<file path="config.mk">
export PLATFORM = sky130hd
export DESIGN_NAME = dual_capture_unit
export DESIGN_NICKNAME = d
export VERILOG_FILES = /design/src/rtl/dcap_pkg.sv /design/src/rtl/dcap_edge_sync.sv /design/src/rtl/dcap_counter.sv /design/src/rtl/dcap_capture_reg.sv /design/src/rtl/dual_capture_unit.sv
export SDC_FILE = /design/constraint.sdc
export NUM_CORES = 1
export LEC_CHECK = 0
export BUFFER_PORTS_ARGS = -buffer_cell sky130_fd_sc_hd__buf_2
export CORE_MARGIN = 3
export CORE_UTILIZATION = 47
export DETAILED_ROUTE_END_ITERATION = 12
export HOLD_SLACK_MARGIN = 0.03
export PLACE_DENSITY_LB_ADDON = 0.25
export SYNTH_ARGS = -nofsm -noshare
export SYNTH_HDL_FRONTEND = slang
export SYNTH_SLANG_ARGS = --single-unit
</file>
<file path="constraint.sdc">
create_clock -name clk -period 1.8 [get_ports clk]
set_input_delay 0.54 -clock clk [delete_from_list [all_inputs] [get_ports clk]]
set_output_delay 0.54 -clock clk [all_outputs]
set_load 0.005 [all_outputs]
</file>
<file path="src/rtl/dcap_pkg.sv">
package dcap_pkg;

  typedef enum logic [1:0] {
    EDGE_FALL = 2'b00,
    EDGE_RISE = 2'b01,
    EDGE_OFF  = 2'b10,
    EDGE_BOTH = 2'b11
  } edge_mode_e;

  typedef struct packed {
    logic       mask2;
    logic       mask1;
    logic       src_rev;
    edge_mode_e mode_b;
    edge_mode_e mode_a;
  } ctrl_t;

  localparam int CTRL_W = $bits(ctrl_t);

  localparam ctrl_t CTRL_RESET = '{mask2: 1'b0, mask1: 1'b0, src_rev: 1'b0,
                                   mode_b: EDGE_OFF, mode_a: EDGE_OFF};

  // selected transition according to the pin mode
  function automatic logic edge_hit(edge_mode_e mode, logic rise, logic fall);
    case (mode)
      EDGE_FALL: edge_hit = fall;
      EDGE_RISE: edge_hit = rise;
      EDGE_BOTH: edge_hit = rise | fall;
      default:   edge_hit = 1'b0;
    endcase
  endfunction

  // opposite transition; both-edges and off select nothing
  function automatic logic edge_hit_rev(edge_mode_e mode, logic rise, logic fall);
    case (mode)
      EDGE_FALL: edge_hit_rev = rise;
      EDGE_RISE: edge_hit_rev = fall;
      default:   edge_hit_rev = 1'b0;
    endcase
  endfunction

endpackage

</file>
<file path="src/rtl/dcap_edge_sync.sv">
module dcap_edge_sync #(
  parameter int SYNC_STAGES = 2
) (
  input  logic clk,
  input  logic rst_n,
  input  logic pin,
  output logic rise,
  output logic fall
);
  logic [SYNC_STAGES-1:0] sync_q;
  logic                   prev_q;
  logic                   cur;

  always_ff @(posedge clk or negedge rst_n) begin
    if (!rst_n) begin
      sync_q <= '0;
      prev_q <= 1'b0;
    end else begin
      sync_q <= {sync_q[SYNC_STAGES-2:0], pin};
      prev_q <= sync_q[SYNC_STAGES-1];
    end
  end

  assign cur  = sync_q[SYNC_STAGES-1];
  assign rise = cur & ~prev_q;
  assign fall = ~cur & prev_q;
endmodule

</file>
<file path="src/rtl/dcap_counter.sv">
module dcap_counter #(
  parameter int W = 16
) (
  input  logic         clk,
  input  logic         rst_n,
  input  logic         en,
  output logic [W-1:0] q
);
  always_ff @(posedge clk or negedge rst_n) begin
    if (!rst_n)  q <= '0;
    else if (en) q <= q + W'(1);
  end
endmodule

</file>
<file path="src/rtl/dcap_capture_reg.sv">
module dcap_capture_reg #(
  parameter int W = 16
) (
  input  logic         clk,
  input  logic         rst_n,
  input  logic         load,
  input  logic [W-1:0] d,
  output logic [W-1:0] q
);
  always_ff @(posedge clk or negedge rst_n) begin
    if (!rst_n)    q <= '0;
    else if (load) q <= d;
  end
endmodule

</file>
<file path="src/rtl/dual_capture_unit.sv">
module dual_capture_unit
  import dcap_pkg::*;
#(
  parameter int CNT_W       = 16,
  parameter int SYNC_STAGES = 2
) (
  input  logic              clk,
  input  logic              rst_n,
  input  logic              cnt_en,
  input  logic              pin_a,
  input  logic              pin_b,
  input  logic              ctrl_we,
  input  logic [CTRL_W-1:0] ctrl_wdata,
  output logic [CNT_W-1:0]  cnt_q,
  output logic [CNT_W-1:0]  cap1_q,
  output logic [CNT_W-1:0]  cap2_q,
  output logic              irq1,
  output logic              irq2
);
  localparam int NPINS = 2;
  localparam int NCAPS = 2;

  ctrl_t            ctrl_q;
  logic [NPINS-1:0] pin_raw;
  logic [NPINS-1:0] pin_rise;
  logic [NPINS-1:0] pin_fall;

  // named internal events for the checker
  logic hit_a, hit_b, rev_a;
  logic cap1_evt, cap2_evt, irq1_evt, irq2_evt;
  logic [NCAPS-1:0]       cap_load;
  logic [CNT_W-1:0]       cap_q [NCAPS];

  always_ff @(posedge clk or negedge rst_n) begin
    if (!rst_n)       ctrl_q <= CTRL_RESET;
    else if (ctrl_we) ctrl_q <= ctrl_t'(ctrl_wdata);
  end

  assign pin_raw = {pin_b, pin_a};

  for (genvar g = 0; g < NPINS; g++) begin : g_pin
    dcap_edge_sync #(.SYNC_STAGES(SYNC_STAGES)) u_sync (
      .clk  (clk),
      .rst_n(rst_n),
      .pin  (pin_raw[g]),
      .rise (pin_rise[g]),
      .fall (pin_fall[g])
    );
  end

  dcap_counter #(.W(CNT_W)) u_cnt (
    .clk  (clk),
    .rst_n(rst_n),
    .en   (cnt_en),
    .q    (cnt_q)
  );

  assign hit_a = edge_hit(ctrl_q.mode_a, pin_rise[0], pin_fall[0]);
  assign hit_b = edge_hit(ctrl_q.mode_b, pin_rise[1], pin_fall[1]);
  assign rev_a = edge_hit_rev(ctrl_q.mode_a, pin_rise[0], pin_fall[0]);

  assign cap1_evt = ctrl_q.src_rev ? rev_a : hit_b;
  assign irq1_evt = ctrl_q.src_rev ? hit_b : cap1_evt;
  assign cap2_evt = hit_a;
  assign irq2_evt = hit_a;

  assign cap_load = {cap2_evt, cap1_evt};

  for (genvar c = 0; c < NCAPS; c++) begin : g_cap
    dcap_capture_reg #(.W(CNT_W)) u_cap (
      .clk  (clk),
      .rst_n(rst_n),
      .load (cap_load[c]),
      .d    (cnt_q),
      .q    (cap_q[c])
    );
  end

  assign cap1_q = cap_q[0];
  assign cap2_q = cap_q[1];

  always_ff @(posedge clk or negedge rst_n) begin
    if (!rst_n) begin
      irq1 <= 1'b0;
      irq2 <= 1'b0;
    end else begin
      irq1 <= irq1_evt & ~ctrl_q.mask1;
      irq2 <= irq2_evt & ~ctrl_q.mask2;
    end
  end
endmodule

</file>
==> results.toml, run 1 <==
[outcome]
status = "complete, but fails checks"
violations = "setup timing"

[floorplanning]
ios = 63
design.core.area_sq_mm = 0.005172
start_util_pct = 48.91
die_y_microns = 79.37
rows = 26
die_area_sq_mm = 0.006299
dieWidth_microns = 79.37

[sta]
fin_crit_ns = 1.840
setup_viol = 16
maxSlewHeadroom_pct = 78.16
fin_skew_ns = 0.008363
max_slew.worst_pin.slew_ns = 0.3276
hold_viol = 0
period_share_pct = 102.2
max_freq_mhz = 543.4
rsz0062_at_grt = "true"
slew_viol_final = 0
holdWs_ns = 0.1978
timing.final.ws_setup_ns = -0.04024

[detailed_routing]
ant_nets = 0
wl_microns = 4867
drc = 0
dr_total_vias = 1548
dr.pass1.iters = 4
viasPerCell = 4.763
first_iter_violations = 52
wire_per_inst_microns = 14.98

[global_route]
overflow = 0
grt_pass1_wl_microns = 8155
grt_max_degree = 64
antenna_found_initial = 0
grt_pass1_vias = 1579
grt_use_total_pct = 17.22

[synthesis]
synth.avg_cell_area_sq_um = 14.88
synthCells = 170
synth_seq_cells = 63
seq_area_frac_synth_pct = 62.41
synthesis.nets = 188
yosys_warnings = 0
synthesis.area_sq_mm = 0.002530
synth.distinct_cells = 24

[clock_tree]
ctsHoldBuffers = 0
cts_buffers = 9
htree_levels = 3
root_buffer = "clkbuf_8"
clkLatencyLatePin_ns = 0.33
postCtsSetupBuffers = 0
path_clk_slew_ns = 0.07
cts_tree = "built"
cts_buffer_depth = 2
clock_sinks = 63

[layout]
diodes = 0
fill_cells = 416
mostFrequentLayoutCells = "buf_2 (62), dfrtp_1 (61), mux2_2 (30)"
drive_gt1_share_pct = 53.73
layout.cells.most_common = "buf_2"
final_area_sq_mm = 0.003229
syn2layout_area_growth_pct = 27.65
final_nets = 268

[power]
p_per_area_mw_per_mm2 = 1217
max-vdd-ir-drop_mv = 0.5986
p_total_mw = 3.931
p_leak_nw = 1.685

[worst_setup_path]
r2r_start = "g_pin[1].u_sync.sync_q[1]"
worstPathCellList = "ha_2 -> nand3b_1 -> nor2_1 -> or3_4 -> buf_8 -> mux2_4"
cp-end-kind = "flop"
cp_data_arrival_time_ns = 2.06
startpoint_type = "flop"
crit_start = "g_pin[1].u_sync.sync_q[1]"
cpPeakStageDelay_ns = 0.40
path_class = "reg2reg"
cp_top_family = "simple AND/OR/NAND/NOR gates"
slowest_stage = "dfrtp_1"
crit_fanout = 6
crit_buf_inv = 1
reg2reg_slack_ns = -0.04
critPathRequiredTime_ns = 2.01

[worst_hold_path]
hold_path.class = "in2async"

[flow_run]
drv_cap = 0

[place]
dpl_cell_area_sq_mm = 0.002987
port_buffers = 62
place_hpwl_microns = 3393
gp_congestion = 0.7148
registers in the layout, summed over array words and instances (netlist names):
name                 flops
g_cap.u_cap.q           32
ctrl_q                   7
g_pin.u_sync.sync_q      4
irq2                     1
u_cnt.q                 16
irq1                     1
g_pin.u_sync.prev_q      2
metrics by stage:
step	setup slack (ns)	cells	util (%)	setup TNS [ns]
6_report	-0.04024	325	62.43	-0.3714
2_1_floorplan	0.005735	170	-	0
5_1_grt	-0.09934	325	62.43	-1.391
3_3_place_gp	0.0006997	309	57.74	0
4_1_cts	-0.02611	325	62.12	-0.2046
3_5_place_dp	-0.08506	309	57.74	-0.9549
cells in the mapped netlist:
library cell	instances	area [sq um]
buf_12	1	20.02
buf_2	1	5.000
buf_6	1	11.26
clkbuf_1	2	7.510
dfrtp_1	61	1526
dfstp_2	2	52.55
ha_1	5	62.56
inv_1	6	22.52
mux2_2	30	337.8
mux2_4	10	150.1
mux2i_1	3	30.03
nand2_1	6	22.52
nand3_1	4	20.02
nand3b_1	1	7.510
nand4_1	5	31.28
nor2_1	8	30.03
nor2b_1	1	6.260
nor3_1	3	15.01
nor3b_1	1	7.510
o21a_1	1	7.510
o22ai_2	1	12.51
or3_1	2	12.51
xnor2_1	9	78.83
xor2_1	6	52.55
cell type report:
type | instances | area (sq um) | area share [%]
timing repair buffer | 74 | 427.9 | 13.25
clock inverter | 4 | 45.04 | 1.395
multi-input combinational | 96 | 912.1 | 28.24
sequential | 63 | 1579 | 48.90
inverter | 6 | 22.52 | 0.6974
tap | 70 | 87.58 | 2.712
clock buffer | 12 | 155.1 | 4.804
report_power, final:
part           switching [mW]  internal [mW]  leakage, nW
logic                   0.364          0.499        0.766
clock network           0.510          0.708        0.106
registers               0.181           1.67        0.813
path summary, 6_finish.rpt:
| path | to | depth (start not counted) |
|---|---|---|
| worst max-delay path | g_cap[0].u_cap.q[11] | 6 |
| worst min-delay path | g_pin[1].u_sync.sync_q[0] | 2 |
| worst max register to register | g_cap[0].u_cap.q[11] | 6 |
| worst min register to register | g_pin[0].u_sync.sync_q[1] | 0 |
| max in group asynchronous | ctrl_q[1] | 2 |
| min in group clk | g_pin[1].u_sync.sync_q[0] | 1 |
cells by family after synthesis:
logic type      after synthesis  share of synthesized area, %
flops                        63                         62.41
simple gates                 31                         6.034
fa+ha+maj                     5                         2.473
buf+inv                      11                         2.621
compound gates                2                        0.7913
xor+xnor                     15                         5.193
mux                          43                         20.47
routing by layer:
metal  routed length [microns]  GRT usage, %  part of all wire [%]  vias up
met5                         0             0                     0        -
met4                        70         7.388                   1.4        0
met3                       259         5.556                   5.3        6
met2                      2271         24.66                    47       38
met1                      2265         24.01                    47      761
li1                          -             -                     -      743
what timing repair did:
item                                   4_1_cts  5_1_grt
pin swaps                                    1        2
gates resized for setup                      7        3
endpoints found under the hold margin        0        0
setup endpoints to repair                   16       16
Note: power is estimated with default switching activity, not from simulation.
==> inputs of run 2 (changes only) <==
==> constraint.sdc (replaced) <==
create_clock -name clk -period 1.8 [get_ports clk]
set_input_delay 0.54 -clock clk [delete_from_list [all_inputs] [get_ports clk]]
set_output_delay 0.54 -clock clk [all_outputs]
set_load 0.05 [all_outputs]
==> run 2 against run 1 <==
The flow still finishes with violations (setup timing); clock power about the same; cell count grew 0.31%; flip-flop and latch count did not move; critical path depth unchanged; sequential power barely moved; design area barely moved; combinational power rose by 90%; routed wire length down 3.7%; die area unchanged; maximum frequency increased by 1.4%; critical endpoint is now g_cap[0].u_cap.q[1].
==> results.toml, run 2 (synthesized netlist as in run 1, its figures left out) <==
[sta]
max_freq_mhz = 551.0
fin_crit_ns = 1.815
holdWs_ns = 0.1045
setup-tns-final_ns = -0.09409
maxSlewHeadroom_pct = 78.91
setup_viol = 10
rsz0062_at_grt = "true"
fin_skew_ns = 0.004471
max_slew.worst_pin.slew_ns = 0.3164
slew_viol_final = 0
timing.final.ws_setup_ns = -0.01501
hold_viol = 0
period_share_pct = 100.8

[worst_setup_path]
path_class = "reg2reg"
cpPeakStageDelay_ns = 0.41
cp.depth = 6
rr_worst_depth = 6
cp-end-kind = "flop"
critPathRequiredTime_ns = 2.01
r2r_end = "g_cap[0].u_cap.q[1]"
startpoint_type = "flop"
reg2reg_slack_ns = -0.02
r2r_start = "g_pin[1].u_sync.sync_q[1]"
crit_buf_inv = 1
crit_fanout = 8
cp_data_arrival_time_ns = 2.02
slowest_stage = "or3_4"
worstPathCellList = "ha_1 -> mux2i_1 -> nor3_1 -> or3_4 -> buf_6 -> mux2_4"
cp_top_family = "simple AND/OR/NAND/NOR gates"

[detailed_routing]
drc = 0
wl_microns = 4689
viasPerCell = 4.819
dr_total_vias = 1571
first_iter_violations = 66
dr.pass1.iters = 4
wire_per_inst_microns = 14.38
ant_nets = 0

[power]
p_per_area_mw_per_mm2 = 1466
max-vdd-ir-drop_mv = 1.190
p_leak_nw = 1.695

[global_route]
overflow = 0
grt-busiest-layer = "met2"
use_met3_pct = 6.122
met2_usage_pct = 25.42
grt_pass1_wl_microns = 7962
grt_pass1_vias = 1577
use_met1_pct = 22.56
antenna_found_initial = 0
grt_max_degree = 52
grt_use_total_pct = 16.63

[clock_tree]
cts_buffer_depth = 2
path_clk_slew_ns = 0.07
root_buffer = "clkbuf_8"
cts_buffers = 9
clock_sinks = 63
clkLatencyLatePin_ns = 0.32
cts_tree = "built"
htree_levels = 3

[layout]
syn2layout_area_growth_pct = 27.74
diodes = 0
post-route-util_pct = 62.48
mostFrequentLayoutCells = "buf_2 (62), dfrtp_1 (59), mux2_2 (30)"
drive_gt1_share_pct = 53.52
top_regs = "g_cap.u_cap.q (32), u_cnt.q (16), ctrl_q (7)"
final_cells = 326
largest_reg_flops = 32
final_nets = 269
largest-register = "g_cap.u_cap.q"
layout.cells.most_common = "buf_2"

[flow_run]
drv_cap = 0

[worst_hold_path]
hold_path.class = "in2async"

[floorplanning]
ios = 63
design.core.area_sq_mm = 0.005172
rows = 26
dieWidth_microns = 79.37
die_y_microns = 79.37
start_util_pct = 48.91
die_area_sq_mm = 0.006299

[place]
port_buffers = 62
gp_congestion = 0.7406
placed_cells = 309
place_hpwl_microns = 3388

[outcome]
status = "complete, but fails checks"
violations = "setup timing"
==> run 2: what timing repair did <==
| item | 4_1_cts | 5_1_grt |
|---|---|---|
| hold endpoints to repair | 0 | 0 |
| pin swaps | 1 | 1 |
| resized for setup | 3 | 3 |
| setup buffers | 1 | 0 |
| hold buffers | 0 | 0 |
| endpoints found under the setup margin | 16 | 17 |
==> run 2: worst max path at each step <==
stage / startpoint / end
after floorplan: g_pin[0].u_sync.prev_q / g_cap[0].u_cap.q[0]
after global routing: g_pin[1].u_sync.sync_q[1] / g_cap[0].u_cap.q[9]
after detailed placement: g_pin[0].u_sync.sync_q[1] / g_cap[0].u_cap.q[10]
final: g_pin[1].u_sync.sync_q[1] / g_cap[0].u_cap.q[1]
after CTS: g_pin[1].u_sync.sync_q[1] / g_cap[0].u_cap.q[11]
after global placement: g_pin[0].u_sync.sync_q[1] / g_cap[0].u_cap.q[10]
==> run 2: power by group <==
group	internal [mW]	switching, mW	total (mW)
clock	0.749	0.500	1.25
sequential	1.67	0.176	1.85
combinational	0.503	1.14	1.64
total	2.93	1.81	4.74
==> run 2: routing by layer <==
| layer | vias up | routed length [microns] |
|---|---|---|
| li1 | 745 | - |
| met3 | 2 | 237 |
| met1 | 783 | 2190 |
| met5 | - | 0 |
| met2 | 41 | 2231 |
| met4 | 0 | 29 |
==> run 2: through the flow <==
stage,setup slack (ns),power [mW],instance area (sq um)
CTS,-0.02814,4.799,3218
global placement,0.001704,3.496,2989
global route,-0.09091,4.969,3232
finish,-0.01501,4.737,3232
detailed placement,-0.04548,3.520,2989
floorplan,0.005735,3.059,2532
==> run 2: cell type report <==
| cell class | instances | area [sq um] |
|---|---|---|
| Clock buffer | 13 | 168.9 |
| Timing Repair Buffer | 75 | 436.7 |
| Inverter | 6 | 22.52 |
| Tap cell | 70 | 87.58 |
| Fill cell | 408 | 1941 |
| Sequential cell | 63 | 1582 |
| Clock inverter | 3 | 40.04 |
| Multi-Input combinational cell | 96 | 894.6 |
==> inputs of run 3 (changes only) <==
--- a/config.mk
+++ b/config.mk
@@ -9,6 +9,7 @@
 export CORE_MARGIN = 3
 export CORE_UTILIZATION = 47
 export DETAILED_ROUTE_END_ITERATION = 12
+export GPL_TIMING_DRIVEN = 0
 export HOLD_SLACK_MARGIN = 0.03
 export PLACE_DENSITY_LB_ADDON = 0.25
 export SYNTH_ARGS = -nofsm -noshare
==> run 3 against run 2 <==
The flow still finishes with violations (setup timing); sequential share of layout area shrank 0.076 points; cell count is the same; global-route usage grew 0.72 points; first-iteration DRC count down 15%; total power decreased by 3.1%; clock skew up 0.0022 ns; critical path depth is 2 higher; flip-flop and latch count is the same; largest power group unchanged; routed wire length up 3.2%; design area is 0.15% higher; non-clock buffer count is the same; register-to-register slack worse by 0.13 ns.
==> results.toml, run 3 (synthesized netlist as in run 1, its figures left out) <==
[global_route]
grt_use_total_pct = 17.35
overflow = 0
grt_pass1_wl_microns = 8114
grt_max_degree = 36
antenna_found_initial = 0
grt_pass1_vias = 1559

[detailed_routing]
wire_per_inst_microns = 14.84
wl_microns = 4839
first_iter_violations = 56
dr.pass1.iters = 4
viasPerCell = 4.856
ant_nets = 0
drc = 0
dr_total_vias = 1583

[place]
place_hpwl_microns = 3299
dpl_cell_area_sq_mm = 0.002945
port_buffers = 61
gp_congestion = 0.7183

[clock_tree]
clock_sinks = 63
root_buffer = "clkbuf_8"
htree_levels = 3
cts_buffer_depth = 2
path_clk_slew_ns = 0.07
cts_tree = "built"
cts_buffers = 9
clkLatencyLatePin_ns = 0.33
ctsHoldBuffers = 0

[layout]
final_area_sq_mm = 0.003237
mostFrequentLayoutCells = "buf_2 (61), dfrtp_1 (59), mux2_2 (30)"
multiInputGateArea_sq_um = 905.9
diodes = 0
syn2layout_area_growth_pct = 27.94
top_regs = "g_cap.u_cap.q (32), u_cnt.q (16), ctrl_q (7)"
fill_cells = 436
final_nets = 269
seqCellArea_sq_mm = 0.001582
largest-register = "g_cap.u_cap.q"
layout.cells.most_common = "buf_2"
drive_gt1_share_pct = 52.73
largest_reg_flops = 32
post-route-util_pct = 62.58

[sta]
rsz0062_at_grt = "true"
setup-tns-final_ns = -1.918
fin_crit_ns = 1.941
fin_skew_ns = 0.006694
maxSlewHeadroom_pct = 56.10
timing.final.ws_setup_ns = -0.1413
slew_viol_final = 0
hold_viol = 0
period_share_pct = 107.9
max_slew.worst_pin.slew_ns = 0.6586
setup_viol = 16
max_freq_mhz = 515.1

[worst_setup_path]
rr_worst_depth = 8
crit_fanout = 5
path_class = "reg2reg"
r2r_start = "g_pin[1].u_sync.sync_q[1]"
cp_data_arrival_time_ns = 2.15
r2r_end = "g_cap[0].u_cap.q[12]"
startpoint_type = "flop"
critPathRequiredTime_ns = 2.01
crit_start = "g_pin[1].u_sync.sync_q[1]"
reg2reg_slack_ns = -0.14
cp-end-kind = "flop"

[floorplanning]
rows = 26
start_util_pct = 48.91
ios = 63
dieWidth_microns = 79.37
die_y_microns = 79.37
die_area_sq_mm = 0.006299
design.core.area_sq_mm = 0.005172

[power]
p_leak_nw = 1.678
max-vdd-ir-drop_mv = 1.157
p_per_area_mw_per_mm2 = 1418
p_total_mw = 4.589

[outcome]
status = "complete, but fails checks"
violations = "setup timing"

[flow_run]
drv_cap = 0

[worst_hold_path]
hold_path.class = "in2async"
[run 3: timing repair]
item	in CTS	in global routing
endpoints found under the setup margin	19	27
gates resized for setup	3	5
pin swaps	1	2
gates cloned	1	0
endpoints found under the hold margin	0	0
buffers inserted	4	4
[run 3: report_power, final]
part           internal [mW]  switching [mW]
Sequential              1.67           0.231
Combinational          0.487            1.09
Clock                  0.616           0.491
Total                   2.78            1.81
[run 3: stage by stage]
step	std cells	setup slack (ns)	hold WS, ns
CTS	323	-0.1370	0.2474
detailed placement	302	-0.1687	0.3370
floorplan	170	0.005735	0.2444
finish	326	-0.1413	0.2376
global placement	301	-0.1478	0.3347
global route	326	-0.2310	0.2796
[run 3: worst max-delay path, stage by stage, from the launching register on]
cell and delay, ns:
dfrtp_1 0.37, inv_1 0.05, ha_2 0.16, mux2i_2 0.20, nor3_1 0.07, or3_1 0.38, buf_6 0.16, buf_12 0.13
mux2_4 0.29
[run 3: layer usage]
layer  global-route usage (%)  part of all wire, %  vias up  routed length [microns]
met3                    4.762                  5.1        9                      249
met4                    8.763                  2.0        0                       97
met5                        0                    0        -                        0
met2                    25.76                   48       40                     2338
li1                         -                    -      744                        -
met1                    23.38                   44      790                     2153
[run 3: final cells by class]
class / instances / area share, %
Buffer: 4 / 1.314
Inverter: 6 / 0.6958
Sequential cell: 63 / 48.86
Clock buffer: 16 / 5.566
Multi-Input combinational cell: 96 / 27.99
Timing Repair Buffer: 71 / 12.87
Tap cell: 70 / 2.706
[run 3: how the worst max path moves through the flow]
stage                      endpoint  slack (ns)  depth (start not counted)
4_1_cts         g_cap[0].u_cap.q[4]       -0.14                          7
5_1_grt        g_cap[0].u_cap.q[10]       -0.23                          8
6_report       g_cap[0].u_cap.q[12]       -0.14                          8
2_1_floorplan   g_cap[0].u_cap.q[0]       0.006                          7
3_5_place_dp    g_cap[1].u_cap.q[7]       -0.17                          6
3_3_place_gp   g_cap[0].u_cap.q[10]       -0.15                          7
